`src/rtl/i2c_mem_client.sv`:
```
module i2c_mem_client #(
  parameter int AW = 10,
  parameter int PW = 4,
  parameter logic [3:0] DEV_CODE = 4'b1010
) (
  input  logic          clk,
  input  logic          rst_n,
  input  logic          ev_start,
  input  logic          ev_stop,
  input  logic          scl_rise,
  input  logic          scl_fall,
  input  logic          sda_in,
  input  logic          wr_busy,
  input  logic [7:0]    rd_data,
  output logic          sda_oe,
  output logic [AW-1:0] rd_addr,
  output logic          wr_strobe,
  output logic [AW-1:0] wr_addr,
  output logic [7:0]    wr_data,
  output logic          wr_commit
);
  localparam int BW = AW - 8;

  typedef enum logic [2:0] {S_IDLE, S_CTRL, S_WADDR, S_WDATA, S_RDATA} st_t;

  st_t           st;
  logic [3:0]    cnt;
  logic [7:0]    sh, osh;
  logic [AW-1:0] ptr;
  logic [BW-1:0] blk;
  logic          rw, ackd, hack, wrote;
  logic          ack_ok;

  assign rd_addr = ptr;
  assign ack_ok  = !wr_busy && (st != S_CTRL || sh[7:4] == DEV_CODE);

  always_ff @(posedge clk or negedge rst_n) begin
    if (!rst_n) begin
      st <= S_IDLE; cnt <= '0; sh <= '0; osh <= '0; ptr <= '0; blk <= '0;
      rw <= 1'b0; ackd <= 1'b0; hack <= 1'b0; wrote <= 1'b0; sda_oe <= 1'b0;
      wr_strobe <= 1'b0; wr_addr <= '0; wr_data <= '0; wr_commit <= 1'b0;
    end else begin
      wr_strobe <= 1'b0;
      wr_commit <= 1'b0;
      if (ev_start) begin
        st <= S_CTRL; cnt <= '0; sda_oe <= 1'b0; wrote <= 1'b0;
      end else if (ev_stop) begin
        st <= S_IDLE; cnt <= '0; sda_oe <= 1'b0;
        wr_commit <= wrote; wrote <= 1'b0;
      end else if (st != S_IDLE) begin
        if (scl_rise) begin
          if (cnt < 4'd8) begin
            if (st != S_RDATA) sh <= {sh[6:0], sda_in};
            cnt <= cnt + 4'd1;
          end else if (cnt == 4'd8) begin
            cnt <= 4'd9;
            hack <= !sda_in;
          end
        end else if (scl_fall) begin
          if (st == S_RDATA) begin
            if (cnt >= 4'd1 && cnt <= 4'd7) begin
              sda_oe <= !osh[6];
              osh <= {osh[6:0], 1'b0};
            end else if (cnt == 4'd8) begin
              sda_oe <= 1'b0;
              ptr <= ptr + 1'b1;
            end else if (cnt == 4'd9) begin
              cnt <= '0;
              if (hack) begin
                osh <= rd_data;
                sda_oe <= !rd_data[7];
              end else begin
                sda_oe <= 1'b0;
                st <= S_IDLE;
              end
            end
          end else if (cnt == 4'd8) begin
            sda_oe <= ack_ok;
            ackd <= ack_ok;
            if (ack_ok) begin
              case (st)
                S_CTRL: begin blk <= sh[BW:1]; rw <= sh[0]; end
                S_WADDR: ptr <= {blk, sh};
                S_WDATA: begin
                  wr_strobe <= 1'b1; wr_addr <= ptr; wr_data <= sh; wrote <= 1'b1;
                  ptr[PW-1:0] <= ptr[PW-1:0] + 1'b1;
                end
                default: ;
              endcase
            end
          end else if (cnt == 4'd9) begin
            cnt <= '0;
            sda_oe <= 1'b0;
            if (!ackd) st <= S_IDLE;
            else if (st == S_CTRL && rw) begin
              st <= S_RDATA;
              osh <= rd_data;
              sda_oe <= !rd_data[7];
            end else if (st == S_CTRL) st <= S_WADDR;
            else st <= S_WDATA;
          end
        end
      end
    end
  end
endmodule


```
`config.mk`:
```
export PLATFORM = sky130hd
export DESIGN_NAME = i2c_mem_client
export DESIGN_NICKNAME = d
export VERILOG_FILES = /design/src/rtl/i2c_mem_client.sv
export SDC_FILE = /design/constraint.sdc
export NUM_CORES = 1
export LEC_CHECK = 0
export BUFFER_PORTS_ARGS = -buffer_cell sky130_fd_sc_hd__buf_2
export CORE_AREA = 2 2 79 81
export CTS_CLUSTER_SIZE = 10
export DETAILED_ROUTE_END_ITERATION = 12
export DIE_AREA = 0 0 81 83
export HOLD_SLACK_MARGIN = 0.1
export PLACE_DENSITY = 0.71
export SLEW_MARGIN = 20
export SYNTH_ARGS = -nofsm -noshare
export SYNTH_HDL_FRONTEND = slang
export SYNTH_SLANG_ARGS = --single-unit
```
`constraint.sdc`:
```
create_clock -name clk -period 3.2 [get_ports clk]
set_input_delay 0.64 -clock clk [delete_from_list [all_inputs] [get_ports clk]]
set_output_delay 0.64 -clock clk [all_outputs]
set_load 0.005 [all_outputs]
```
==> flow_metrics.tcl <==
set metrics [dict create \
    min_path_type "in -> async" \
    grtUsageTotal_pct 20.4 \
    cts_setup_buffers 0 \
    die_area_um2 6720 \
    max_stage_delay_ns 0.71 \
    ios 47 \
    yosys_most_used_dff "dfrtp_1" \
    crit_chain "nor3_1 > nor4_1 > nor2b_1 > mux2i_1 > o21bai_1" \
    coreArea_um2 5820 \
    regToRegStartpoint "st[1]$_DFFE_PN0P_" \
    synth_seq_cells 59 \
    synth_top_family_by_area "multiplexers" \
    synth_compound_area_share_pct 11.9 \
    rsz0062_at_grt "false" \
    async_flop_share_pct 100 \
    worst_pin_slew_ns 0.774 \
    crit_type "reg -> reg" \
    stdcell_count 414 \
    min_period_ns 2.37 \
    grt_overflow 0 \
    holdBufCountCts 0 \
    synth_area_um2 3100 \
    ys_warn_count 0 \
    setup_tns_ns 0 \
    clkTransAtPathRegs_ns 0.06 \
    die_y_um 83 \
    antenna_found_initial 0 \
    synth_edf_count 0 \
    drt_iter0_markers 251 \
    ant_nets 0 \
    cts_resized 0 \
    syn_area_per_cell_um2 10.8 \
    synth_xor_area_share_pct 0.283 \
    yosys-mux-area-fraction_pct 18.1 \
    grt_max_degree 33 \
    clock_path_buffers 2 \
    slew_headroom_pct 48.0 \
    cts.sinks 59 \
    power_density_nw_per_um2 465 \
    syn_to_final_growth_pct 16.2 \
    root_buffer "clkbuf_8" \
    start_util_pct 53.2 \
    startpoint "st[1]$_DFFE_PN0P_" \
    final_nets 355 \
    place_congestion 0.910 \
    grt_pass1_vias 2260 \
    cts_inserted_buffers 9 \
    die_w_um 81 \
    yosys.cell_types.count 48 \
    crit_path_end_kind "register" \
    n_antenna_cell 0 \
    drive_gt1_share_pct 36.0 \
    post-route-period-util_pct 74.1 \
    port_buffers 46 \
    slew_viol_final 0 \
    drc_errors 0 \
    fin_skew_ns 0.0131 \
    yosys.area_share.adder_pct 1.62 \
    status "completed" \
    dr.pass1.iters 6 \
    dpl.cell_count 399 \
    grt_pass1_wl_mm 10.6 \
    avgViaCountPerCell 5.62 \
    htreeDepth 3 \
    syn_inst 286 \
    dp_hpwl_mm 4.43 \
    p_leak_uw 0.00179 \
    start_kind "register" \
    routedWlPerCell_um 15.1 \
    ys_seq_area_share_pct 47.7 \
    synth-simple-area-share_pct 16.8 \
    ir_worst_vdd_v 0.000365 \
    hold_violations 0 \
    via_count 2326 \
    drv_cap 0 \
    syn-num-nets 306 \
    cpMaxStageDelayCell "dfrtp_1" \
    setup_viol 0 \
    rows 28 \
    total_power_uw 1670 \
    cp_max_fo 19 \
    cp.arrival_ns 2.57 \
    wl_mm 6.26 \
    fmax_mhz 422 \
    path_buf_inv 0 \
    cts_tree "yes" \
    clkLatencyLatePin_ns 0.33 \
    critPathRequiredTime_ns 3.40 \
    critPathTopFamily "simple AND/OR/NAND/NOR gates" \
]
[layout make-up]
type                            instances  area (um2)
Multi-Input combinational cell        205        1510
Sequential cell                        59        1480
Tap cell                               75        93.8
Clock inverter                          2        60.1
Fill cell                             511        2220
Timing Repair Buffer                   50         273
Inverter                               10        37.5
Clock buffer                           13         149
[metrics by stage]
step	utilization, %	instance area, um2	hold slack [ns]	setup slack [ns]
final	61.9	3600	0.347	0.828
after global routing	61.9	3600	0.393	0.703
after CTS	61.9	3600	0.363	0.852
after detailed placement	58.3	3390	0.479	0.730
after global placement	58.3	3390	0.462	0.749
after floorplan	-	3100	0.344	1.01
[worst paths after layout]
kind                                          end  slack [ns]  cells past startpoint
max                             st[0]$_DFFE_PN0P_        0.83                      5
min in group clk                wrote$_DFFE_PN0P_        0.49                      2
max in group asynchronous       st[0]$_DFFE_PN0P_        2.24                      2
max reg2reg                     st[0]$_DFFE_PN0P_        0.83                      5
min                        rd_addr[3]$_DFFE_PN0P_        0.35                      1
min reg2reg                     wrote$_DFFE_PN0P_        0.49                      2
[cell usage after synthesis, types with 5 or more instances]
master,instances,area [um2]
nand2b_1,6,37.5
nor2_1,14,52.6
buf_2,5,25.0
nand2_1,29,109
a21oi_1,19,95.1
mux2_2,39,439
o21ai_0,14,70.1
nand3_1,6,30.0
a21oi_2,8,70.1
mux2i_1,9,90.1
inv_1,10,37.5
dfrtp_1,59,1480
[where the power goes]
| group | internal, uW | switching, uW | leakage, uW |
|---|---|---|---|
| Combinational | 62.0 | 60.7 | 0.000903 |
| Clock | 457 | 265 | 0.000104 |
| Sequential | 780 | 48.9 | 0.000787 |
| Total | 1300 | 375 | 0.00179 |
[per-layer routing]
layer / vias to the layer above / global-route usage, % / share of wire, %
met5: - / 0 / 0
met4: 0 / 7.40 / 1.6
met3: 9 / 5.11 / 4.8
met2: 50 / 30.2 / 47
met1: 1138 / 28.9 / 47
li1: 1129 / - / -
[kinds of logic after synthesis]
logic type	Yosys count
XOR/XNOR	1
adder cells (fa/ha/maj)	4
AND/OR/NAND/NOR	92
flip-flops	59
multiplexers	50
AO/OA/AOI/OAI	58
buffers and inverters	22
[state kept, by name (all words and copies together) (netlist names), 2 cells and up]
signal,count
rd_addr,10
sh,8
blk,2
wr_addr,10
cnt,4
st,3
osh,7
wr_data,8
[cell usage in the layout, fill, tap and decap left out, types with 3 or more instances in the layout]
cell / netlist / layout
nand2_1: 29 / 29
or3_1: 4 / 4
nor2_1: 14 / 14
nand3_1: 6 / 6
a21oi_2: 8 / 8
mux2_2: 39 / 39
clkbuf_8: 0 / 10
o22ai_1: 4 / 4
clkbuf_1: 4 / 3
buf_2: 5 / 46
nand2b_1: 6 / 6
ha_1: 4 / 4
o21ai_0: 14 / 14
nor3_1: 4 / 4
nor4_1: 4 / 4
buf_4: 0 / 3
inv_1: 10 / 10
nand4_1: 4 / 4
a21oi_1: 19 / 19
mux2i_1: 9 / 9
dfrtp_1: 59 / 59
nand3b_1: 3 / 3
Note: power is estimated with default switching activity, not from simulation.
